### config.mk
export PLATFORM = sky130hd
export DESIGN_NAME = nvm_lock_guard
export DESIGN_NICKNAME = d
export VERILOG_FILES = /design/src/rtl/nvm_lock_pkg.sv /design/src/rtl/nvm_lock_store.sv /design/src/rtl/nvm_lock_mode_decode.sv /design/src/rtl/nvm_access_policy.sv /design/src/rtl/nvm_lock_guard.sv
export SDC_FILE = /design/constraint.sdc
export NUM_CORES = 1
export LEC_CHECK = 0
export ABC_CLOCK_PERIOD_IN_PS = 2500
export BUFFER_PORTS_ARGS = -buffer_cell sky130_fd_sc_hd__buf_2
export CORE_AREA = 2 2 39 41
export DETAILED_ROUTE_END_ITERATION = 12
export DIE_AREA = 0 0 41 43
export HOLD_SLACK_MARGIN = 0.08
export SETUP_SLACK_MARGIN = 0.02
export SLEW_MARGIN = 40
export SYNTH_ARGS = -nofsm -noshare
export SYNTH_HDL_FRONTEND = slang
export SYNTH_SLANG_ARGS = --single-unit
### constraint.sdc
create_clock -name clk -period 2.5 [get_ports clk]
set_input_delay 0.5 -clock clk [delete_from_list [all_inputs] [get_ports clk]]
set_output_delay 0.5 -clock clk [all_outputs]
set_load 0.01 [all_outputs]
### src/rtl/nvm_lock_pkg.sv
package nvm_lock_pkg;

   typedef enum logic [2:0] {
      OP_PROG_FLASH  = 3'd0,
      OP_VERIFY      = 3'd1,
      OP_WR_CONFIG   = 3'd2,
      OP_WR_SIG      = 3'd3,
      OP_WR_CAL      = 3'd4,
      OP_WR_LOCK     = 3'd5,
      OP_CHIP_ERASE  = 3'd6,
      OP_RESERVED    = 3'd7
   } prog_op_t;

   typedef enum logic [1:0] {
      MODE_OPEN   = 2'd0,
      MODE_NOPROG = 2'd1,
      MODE_FULL   = 2'd2
   } lock_mode_t;

   localparam int unsigned OP_W = 3;

endpackage

### src/rtl/nvm_lock_store.sv
module nvm_lock_store #(
   parameter int unsigned      LOCK_W        = 2,
   parameter bit               RESET_ERASED  = 1'b1,
   parameter logic [LOCK_W-1:0] RETAINED_INIT = '1
) (
   input  logic              clk,
   input  logic              rst_n,
   input  logic              wr_en,
   input  logic [LOCK_W-1:0] wr_val,
   input  logic              erase,
   output logic [LOCK_W-1:0] lock_q
);

   logic [LOCK_W-1:0] rst_val;

   generate
      if (RESET_ERASED) begin : g_erased
         assign rst_val = {LOCK_W{1'b1}};
      end else begin : g_retained
         assign rst_val = RETAINED_INIT;
      end
   endgenerate

   generate
      for (genvar b = 0; b < LOCK_W; b++) begin : g_bit
         always_ff @(posedge clk) begin
            if (!rst_n) begin
               lock_q[b] <= rst_val[b];
            end else if (erase) begin
               lock_q[b] <= 1'b1;
            end else if (wr_en) begin
               lock_q[b] <= lock_q[b] & wr_val[b];
            end
         end
      end
   endgenerate

endmodule

### src/rtl/nvm_lock_mode_decode.sv
module nvm_lock_mode_decode
   import nvm_lock_pkg::*;
#(
   parameter int unsigned LOCK_W = 2
) (
   input  logic [LOCK_W-1:0] lock_bits,
   output lock_mode_t        mode
);

   always_comb begin
      if (lock_bits[1] == 1'b0) begin
         mode = MODE_FULL;
      end else if (lock_bits[0] == 1'b0) begin
         mode = MODE_NOPROG;
      end else begin
         mode = MODE_OPEN;
      end
   end

endmodule

### src/rtl/nvm_access_policy.sv
module nvm_access_policy
   import nvm_lock_pkg::*;
(
   input  lock_mode_t mode,
   input  prog_op_t   op,
   output logic       allow
);

   logic flash_write_ok;
   logic flash_read_ok;

   assign flash_write_ok = (mode == MODE_OPEN);
   assign flash_read_ok  = (mode != MODE_FULL);

   always_comb begin
      unique case (op)
         OP_PROG_FLASH: allow = flash_write_ok;
         OP_WR_CONFIG:  allow = flash_write_ok;
         OP_VERIFY:     allow = flash_read_ok;
         OP_WR_SIG:     allow = 1'b0;
         OP_WR_CAL:     allow = 1'b0;
         OP_WR_LOCK:    allow = 1'b1;
         OP_CHIP_ERASE: allow = 1'b1;
         default:       allow = 1'b0;
      endcase
   end

endmodule

### src/rtl/nvm_lock_guard.sv
module nvm_lock_guard
   import nvm_lock_pkg::*;
#(
   parameter int unsigned       LOCK_W        = 2,
   parameter int unsigned       DATA_W        = 8,
   parameter bit                RESET_ERASED  = 1'b1,
   parameter logic [LOCK_W-1:0] RETAINED_INIT = '1
) (
   input  logic              clk,
   input  logic              rst_n,
   input  logic              req_valid,
   input  logic [2:0]        req_op,
   input  logic [LOCK_W-1:0] wr_lock_val,
   output logic              rsp_valid,
   output logic              rsp_allow,
   output logic [DATA_W-1:0] lock_byte
);

   localparam int unsigned PAD_W = DATA_W - LOCK_W;

   initial begin
      assert (LOCK_W == 2)
         else $fatal(1, "nvm_lock_guard: LOCK_W must be 2");
      assert (DATA_W > LOCK_W)
         else $fatal(1, "nvm_lock_guard: DATA_W must exceed LOCK_W");
   end

   prog_op_t          op;
   lock_mode_t        mode;
   logic              allow_c;
   logic              lock_wr;
   logic              lock_erase;
   logic [LOCK_W-1:0] lock_q;

   assign op         = prog_op_t'(req_op);
   assign lock_wr    = req_valid && (op == OP_WR_LOCK);
   assign lock_erase = req_valid && (op == OP_CHIP_ERASE);

   nvm_lock_store #(
      .LOCK_W        (LOCK_W),
      .RESET_ERASED  (RESET_ERASED),
      .RETAINED_INIT (RETAINED_INIT)
   ) u_store (
      .clk    (clk),
      .rst_n  (rst_n),
      .wr_en  (lock_wr),
      .wr_val (wr_lock_val),
      .erase  (lock_erase),
      .lock_q (lock_q)
   );

   nvm_lock_mode_decode #(
      .LOCK_W (LOCK_W)
   ) u_mode (
      .lock_bits (lock_q),
      .mode      (mode)
   );

   nvm_access_policy u_policy (
      .mode  (mode),
      .op    (op),
      .allow (allow_c)
   );

   always_ff @(posedge clk) begin
      if (!rst_n) begin
         rsp_valid <= 1'b0;
         rsp_allow <= 1'b0;
      end else begin
         rsp_valid <= req_valid;
         rsp_allow <= req_valid && allow_c;
      end
   end

   assign lock_byte = {{PAD_W{1'b1}}, lock_q};

endmodule

==> impl_metrics.json, run 1 <==
{
  "grt_pass1_vias": 150,
  "coreArea_mm2": 0.001384,
  "netlist-cell-type-count": 12,
  "drtPass1Iterations": 4,
  "period_needed_ns": 1.252,
  "critPathRequiredTime_ns": 2.00,
  "yosysWarnings": 0,
  "initial_core_util_pct": 17.45,
  "path_buf_inv": 1,
  "ioPinCount": 18,
  "dpl.hpwl_um": 361,
  "fin_area_um2": 312.8,
  "cp-start-kind": "flip-flop",
  "clk_pin_slew_worst_paths_ns": 0.04,
  "antenna_found_initial": 0,
  "rrSetupSlack_ns": 1.58,
  "syn_avg_cell_area_um2": 9.659,
  "cts_setup_buffers": 0,
  "ant_nets": 0,
  "power-per-cell-area_mw_per_mm2": 538.5,
  "min_to": "u_store.lock_q[1]",
  "finalSetupViolations": 0,
  "cp_slowest_stage_delay_ns": 0.37,
  "grt_max_degree": 6,
  "overflow": 0,
  "drt_first_iter_violations": 5,
  "dieArea_mm2": 0.001763,
  "root_buffer": "clkbuf_4",
  "final_hold_viol_count": 0,
  "r2r_cells": 2,
  "final_common_cell": "buf_2",
  "track_usage_pct": 5.812,
  "holdBufCountCts": 0,
  "min_from": "rst_n",
  "io_buffer_count": 11,
  "diodes": 0,
  "final_cell_mix": "buf_2, conb_1, dfxtp_1, clkbuf_4",
  "insertion_delay_ns": 0.23,
  "place_congestion": 0.7067,
  "remaining_drc_errors": 0,
  "period_share_pct": 50.07,
  "arrival_ns": 0.75,
  "yosys_register_bits": 4,
  "num_rows": 14,
  "die_w_um": 41,
  "avgViaCountPerCell": 3.685,
  "status": "complete, no violations",
  "fmax_ghz": 0.7989,
  "tns_ns": 0,
  "synth_area_um2": 241.5,
  "fp.dieH_um": 43,
  "crit_chain": "buf_2",
  "num-fill-cells": 157,
  "syn_inst": 25,
  "p_leak_uw": 0.0001780,
  "rsz0062_at_grt": "no",
  "cts_htree_levels": 1,
  "cp_slowest_cell": "dfxtp_1",
  "peakVddDrop_mv": 0.1214,
  "r2r_end": "rsp_allow",
  "reg2reg_from": "u_store.lock_q[0]",
  "ys_seq_area_share_pct": 33.16,
  "cts.repair.resized": 0,
  "path_class": "reg2out",
  "clk_path_buf_depth": 2,
  "grt_pass1_wl_um": 614,
  "crit_path_end_kind": "primary output",
  "postPlaceCellArea_um2": 290.3,
  "via_count": 199,
  "holdCritPathClass": "in2reg",
  "wl_um": 439,
  "clock_skew_ns": 0.002336,
  "cap_violations": 0,
  "area_delta_synth_final_pct": 29.53,
  "critPathTopFamily": "flip-flops",
  "worstHoldPathCells": 2,
  "crit_fanout": 4,
  "cts_tree": "built",
  "cts.sinks": 4,
  "numCtsBuffers": 3,
  "layout.nets": 48,
  "drive_above_1_share_pct": 36.84,
  "routedWlPerCell_um": 8.130,
  "drv_slew": 0
}
-- synth_stat cells (all sizes together) --
master	n	share of area, %
and2	1	2.6
and4bb	2	10
buf	6	19
conb	1	1.6
dfxtp	4	33
inv	2	3.1
mux2	1	4.7
nand2	1	1.6
nand2b	2	5.2
nand4b	1	3.6
o2111ai	2	7.3
o211a	2	8.3
-- sequential cells by signal, indices dropped and copies added, names as in the netlist --
register	cells
rsp_valid	1
u_store.lock_q	2
rsp_allow	1
-- cells by family (layout without fill, tap and decap cells) --
kind of cell	Yosys count	in the layout	synth area share, %
compound gates	4	4	15.55
buf+inv	8	16	21.76
flops	4	4	33.16
mux	1	1	4.663
other cells	1	6	1.553
simple gates	7	7	23.31
-- metrics by stage --
step	total power (µW)	setup WS [ns]	hold WS, ns	std cells	utilization [%]
after floorplan	87.05	1.406	0.5544	30	-
after global placement	91.00	1.235	0.5392	51	20.98
after detailed placement	91.28	1.230	0.5531	51	20.98
after CTS	173.7	1.240	0.4890	54	22.60
after global routing	181.7	1.209	0.5081	54	22.60
final	168.4	1.248	0.4995	54	22.60
-- layer usage --
metal | vias up | global-route usage [%] | share of wire [%]
met1 | 81 | 7.668 | 47
met4 | 0 | 8.000 | 0
met3 | 0 | 3.141 | 15
met2 | 13 | 5.000 | 38
li1 | 105 | - | -
met5 | - | 0 | 0
-- final cells by class --
| type | count | area, µm² | area share [%] |
|---|---|---|---|
| repair buffers | 11 | 55.05 | 17.60 |
| well taps | 16 | 20.02 | 6.400 |
| inverters | 2 | 7.507 | 2.400 |
| flip-flops and latches | 4 | 80.08 | 25.60 |
| clock buffers | 3 | 22.52 | 7.200 |
| multi-input cells | 18 | 127.6 | 40.80 |
-- where the power goes --
part | switching (µW) | leakage [µW] | internal (µW)
clock network | 24.6 | 0.0000138 | 53.6
registers | 0.731 | 0.0000328 | 66.4
logic | 12.7 | 0.000131 | 10.5
total | 38.0 | 0.000178 | 130
-- worst max-delay path by stage --
stage,endpoint,slack (ns),startpoint,cells after the start
3_3_place_gp,rsp_allow,1.24,req_op[2],3
2_1_floorplan,rsp_allow,1.41,req_op[2],2
4_1_cts,lock_byte[1],1.24,u_store.lock_q[1],1
5_1_grt,lock_byte[1],1.21,u_store.lock_q[1],1
3_5_place_dp,rsp_allow,1.23,req_op[2],3
6_report,lock_byte[1],1.25,u_store.lock_q[1],1
Power figures use the tool's default switching activity.
==> inputs of run 2 (changes only) <==
--- a/config.mk
+++ b/config.mk
@@ -5,7 +5,7 @@
 export SDC_FILE = /design/constraint.sdc
 export NUM_CORES = 1
 export LEC_CHECK = 0
-export ABC_CLOCK_PERIOD_IN_PS = 2500
+export ABC_CLOCK_PERIOD_IN_PS = 1050
 export BUFFER_PORTS_ARGS = -buffer_cell sky130_fd_sc_hd__buf_2
 export CORE_AREA = 2 2 39 41
 export DETAILED_ROUTE_END_ITERATION = 12
==> constraint.sdc (replaced) <==
create_clock -name clk -period 1.05 [get_ports clk]
set_input_delay 0.21 -clock clk [delete_from_list [all_inputs] [get_ports clk]]
set_output_delay 0.21 -clock clk [all_outputs]
set_load 0.01 [all_outputs]
==> impl_metrics.json, run 2 (synthesized netlist as in run 1, its figures left out) <==
{
  "fin_hold_ws_ns": 0.2117,
  "fin_area_um2": 320.3,
  "grt_pass1_wl_um": 662,
  "num_rows": 14,
  "status": "complete, no violations",
  "cp_slowest_cell": "dfxtp_1",
  "critPathRequiredTime_ns": 0.84,
  "worstHoldPathCells": 2,
  "peakVddDrop_mv": 0.2646,
  "holdCritPathClass": "in2reg",
  "cap_violations": 0,
  "num-fill-cells": 162,
  "min_to": "u_store.lock_q[0]",
  "regMostFlops": "u_store.lock_q",
  "path_class": "reg2out",
  "drt_first_iter_violations": 0,
  "rsz0062_at_grt": "no",
  "cp_slowest_stage_delay_ns": 0.37,
  "clock_skew_ns": 0.005976,
  "area_delta_synth_final_pct": 32.64,
  "ioPinCount": 18,
  "min_from": "rst_n",
  "final_common_cell": "buf_2",
  "layout.nets": 48,
  "insertion_delay_ns": 0.23,
  "grt_pass1_vias": 163,
  "diodes": 0,
  "rrSetupSlack_ns": 0.11,
  "clk_path_buf_depth": 2,
  "dpl.hpwl_um": 369.4,
  "ant_nets": 0,
  "drv_slew": 0,
  "r2r_cells": 2,
  "finalWorstSetupSlack_ns": 0.08212,
  "dieArea_mm2": 0.001763,
  "antenna_found_initial": 0,
  "clk_pin_slew_worst_paths_ns": 0.04,
  "drtPass1Iterations": 1,
  "drive_above_1_share_pct": 39.47,
  "arrival_ns": 0.76,
  "via_count": 200,
  "power-per-cell-area_mw_per_mm2": 1270,
  "crit_chain": "buf_2",
  "tns_ns": 0,
  "period_needed_ns": 0.9679,
  "track_usage_pct": 6.520,
  "coreArea_mm2": 0.001384,
  "p_total_uw": 406.6,
  "place_congestion": 0.6401,
  "cts_tree": "built",
  "crit_fanout": 4,
  "routedWlPerCell_um": 8.259,
  "p_leak_uw": 0.0001812,
  "die_w_um": 41,
  "root_buffer": "clkbuf_4",
  "final_hold_viol_count": 0,
  "postPlaceCellArea_um2": 297.8,
  "initial_core_util_pct": 17.45,
  "wl_um": 446,
  "fp.dieH_um": 43,
  "cts_htree_levels": 1,
  "final_cell_mix": "buf_2, conb_1, clkbuf_4, dfxtp_1",
  "remaining_drc_errors": 0,
  "cp-start-kind": "flip-flop",
  "path_depth": 1,
  "avgViaCountPerCell": 3.704,
  "largest_register_ffs": 2,
  "largest_registers": "u_store.lock_q (2), rsp_allow (1), rsp_valid (1)",
  "r2r_end": "rsp_allow",
  "path_buf_inv": 1,
  "io_buffer_count": 11,
  "place_ws_ns": 0.06609,
  "reg2reg_from": "u_store.lock_q[0]",
  "cts.sinks": 4,
  "numCtsBuffers": 3,
  "critPathTopFamily": "flip-flops",
  "crit_path_end_kind": "primary output",
  "startpoint": "u_store.lock_q[1]",
  "holdBufCountCts": 0,
  "overflow": 0,
  "fmax_ghz": 1.033,
  "cts_setup_buffers": 0,
  "period_share_pct": 92.18,
  "grt_max_degree": 6,
  "finalSetupViolations": 0
}
[run 2: cell count changes in the layout (fill, tap and decap cells not counted)]
cell,change
buf_2,-1
dfxtp_1,-1
buf_6,+1
dfxtp_2,+1
[run 2: how the worst max path moves through the flow]
stage | to | slack (ns)
2_1_floorplan | rsp_allow | 0.13
3_3_place_gp | rsp_allow | 0.08
3_5_place_dp | rsp_allow | 0.07
4_1_cts | lock_byte[0] | 0.02
5_1_grt | lock_byte[1] | 0.06
6_report | lock_byte[1] | 0.08
[run 2: timing repair]
item                                   4_1_cts  5_1_grt
endpoints found under the hold margin        0        0
setup endpoints to repair                    0        1
resized for setup                            0        2
[run 2: routing by layer]
metal  GRT usage, %  up-vias  part of all wire, %
met5              0        -                    0
met4          12.00        0                  2.0
met3          1.571        2                   12
met2          5.625       11                   38
met1          8.333       84                   47
li1               -      103                    -
[run 2: area by class of cell]
| type | count | area (µm²) | area share [%] |
|---|---|---|---|
| inverter | 2 | 7.507 | 2.344 |
| clock buffer | 3 | 22.52 | 7.031 |
| timing repair buffer | 11 | 61.31 | 19.14 |
| sequential | 4 | 81.33 | 25.39 |
| tap | 16 | 20.02 | 6.250 |
| multi-input combinational | 18 | 127.6 | 39.84 |
[run 2: through the flow]
step	instances	util [%]
2_1_floorplan	30	-
3_3_place_gp	52	21.52
3_5_place_dp	52	21.52
4_1_cts	55	23.15
5_1_grt	54	23.15
6_report	54	23.15
[run 2: where the power goes]
group | internal (µW) | switching, µW
Sequential | 158 | 1.87
Combinational | 25.6 | 30.4
Clock | 128 | 62.8
Total | 312 | 95.1
==> inputs of run 3 (changes only) <==
--- a/config.mk
+++ b/config.mk
@@ -11,6 +11,7 @@
 export DETAILED_ROUTE_END_ITERATION = 12
 export DIE_AREA = 0 0 41 43
 export HOLD_SLACK_MARGIN = 0.08
+export RECOVER_POWER = 50
 export SETUP_SLACK_MARGIN = 0.02
 export SLEW_MARGIN = 40
 export SYNTH_ARGS = -nofsm -noshare
==> impl_metrics.json, run 3 (synthesized netlist as in run 1, its figures left out) <==
{
  "cts_htree_levels": 1,
  "drtPass1Iterations": 1,
  "cp_slowest_cell": "dfxtp_1",
  "final_common_cell": "buf_2",
  "power_frac_comb_pct": 13.5,
  "overflow": 0,
  "finalSetupViolations": 0,
  "swShare_pct": 23.46,
  "clk_pin_slew_worst_paths_ns": 0.04,
  "clk_path_buf_depth": 2,
  "dpl.hpwl_um": 369.4,
  "routedWlPerCell_um": 8.259,
  "remaining_drc_errors": 0,
  "drt_first_iter_violations": 0,
  "instances_no_fill": 54,
  "crit_fanout": 4,
  "p_leak_uw": 0.0001753,
  "holdCritPathClass": "in2reg",
  "tns_ns": 0,
  "drv_slew": 0,
  "antenna_found_initial": 0,
  "cp_slowest_stage_delay_ns": 0.37,
  "initial_core_util_pct": 17.45,
  "final_util_pct": 22.88,
  "clkPwrFrac_pct": 47.0,
  "arrival_ns": 0.76,
  "critPathRequiredTime_ns": 0.84,
  "final_cell_mix": "buf_2, conb_1, dfxtp_1, clkbuf_4",
  "io_buffer_count": 11,
  "path_class": "reg2out",
  "cts.sinks": 4,
  "period_needed_ns": 0.9679,
  "grt_pass1_vias": 163,
  "power_frac_seq_pct": 39.4,
  "path_buf_inv": 1,
  "peakVddDrop_mv": 0.2643,
  "avgViaCountPerCell": 3.704,
  "place_congestion": 0.6401,
  "track_usage_pct": 6.520,
  "regMostFlops": "u_store.lock_q",
  "wl_um": 446,
  "largest_register_ffs": 2,
  "coreArea_mm2": 0.001384,
  "cts_setup_buffers": 0,
  "crit_chain": "buf_2",
  "clock_skew_ns": 0.005976,
  "fin_hold_ws_ns": 0.2152,
  "grt_pass1_wl_um": 662,
  "dieArea_mm2": 0.001763,
  "crit_path_end_kind": "primary output",
  "die_w_um": 41,
  "cp-start-kind": "flip-flop",
  "critPathTopFamily": "flip-flops",
  "p_int_uw": 310.4,
  "ioPinCount": 18,
  "insertion_delay_ns": 0.23,
  "status": "complete, no violations",
  "ant_nets": 0,
  "largest_registers": "u_store.lock_q (2), rsp_allow (1), rsp_valid (1)",
  "cts_tree": "built",
  "via_count": 200,
  "power.switching_uw": 95.12,
  "grt_max_degree": 6,
  "fp.dieH_um": 43,
  "power-per-cell-area_mw_per_mm2": 1281,
  "root_buffer": "clkbuf_4",
  "fmax_ghz": 1.033,
  "holdBufCountCts": 0,
  "diodes": 0,
  "layout.nets": 48,
  "area_delta_synth_final_pct": 31.09,
  "cap_violations": 0,
  "drive_above_1_share_pct": 31.58,
  "cts.repair.resized": 0,
  "num_rows": 14,
  "numCtsBuffers": 3,
  "final_hold_viol_count": 0,
  "period_share_pct": 92.18,
  "rsz0062_at_grt": "no",
  "placedCellCount": 52
}
run 3: changes by cell type in the layout (fill, tap and decap cells not counted), sizes merged:
| cell | delta |
|---|---|
| buf | -2 |
| clkbuf | +2 |
run 3: layout make-up:
cell class                      instances  area, µm²
Inverter                                2      7.507
Multi-Input combinational cell         18      127.6
Fill cell                             165       1067
Clock buffer                            3      22.52
Timing Repair Buffer                   11      58.81
Sequential cell                         4      80.08
Tap cell                               16      20.02
run 3: layer usage:
| metal | vias up | global-route usage (%) | wire (µm) |
|---|---|---|---|
| li1 | 103 | - | - |
| met1 | 84 | 8.333 | 210 |
| met2 | 11 | 5.625 | 171 |
| met3 | 2 | 1.571 | 55 |
| met4 | 0 | 12.00 | 9 |
| met5 | - | 0 | 0 |
run 3: metrics by stage:
stage	setup slack, ns	power [µW]	instance area [µm²]
after floorplan	0.1314	207.3	260.3
after CTS	0.02250	417.5	320.3
after global routing	0.04640	432.2	316.6
final	0.08211	405.5	316.6
after detailed placement	0.06609	218.3	297.8
after global placement	0.07530	217.6	297.8
run 3: worst paths after layout:
kind                                        start                 to  slack, ns  cells past startpoint
worst max register to register  u_store.lock_q[0]          rsp_allow       0.10                      2
worst min register to register  u_store.lock_q[0]  u_store.lock_q[0]       0.56                      2
worst min-delay path                        rst_n  u_store.lock_q[0]       0.22                      2
worst max-delay path            u_store.lock_q[1]       lock_byte[1]       0.08                      1
run 3: power by group through the flow:
| stage | combinational, µW | sequential [µW] | clock [µW] |
|---|---|---|---|
| finish | 54.9 | 160 | 191 |
| global route | 60.3 | 160 | 212 |
| CTS | 56.3 | 159 | 202 |
| global placement | 55.6 | 162 | 0 |
| detailed placement | 56.3 | 162 | 0 |
| floorplan | 42.1 | 165 | 0 |
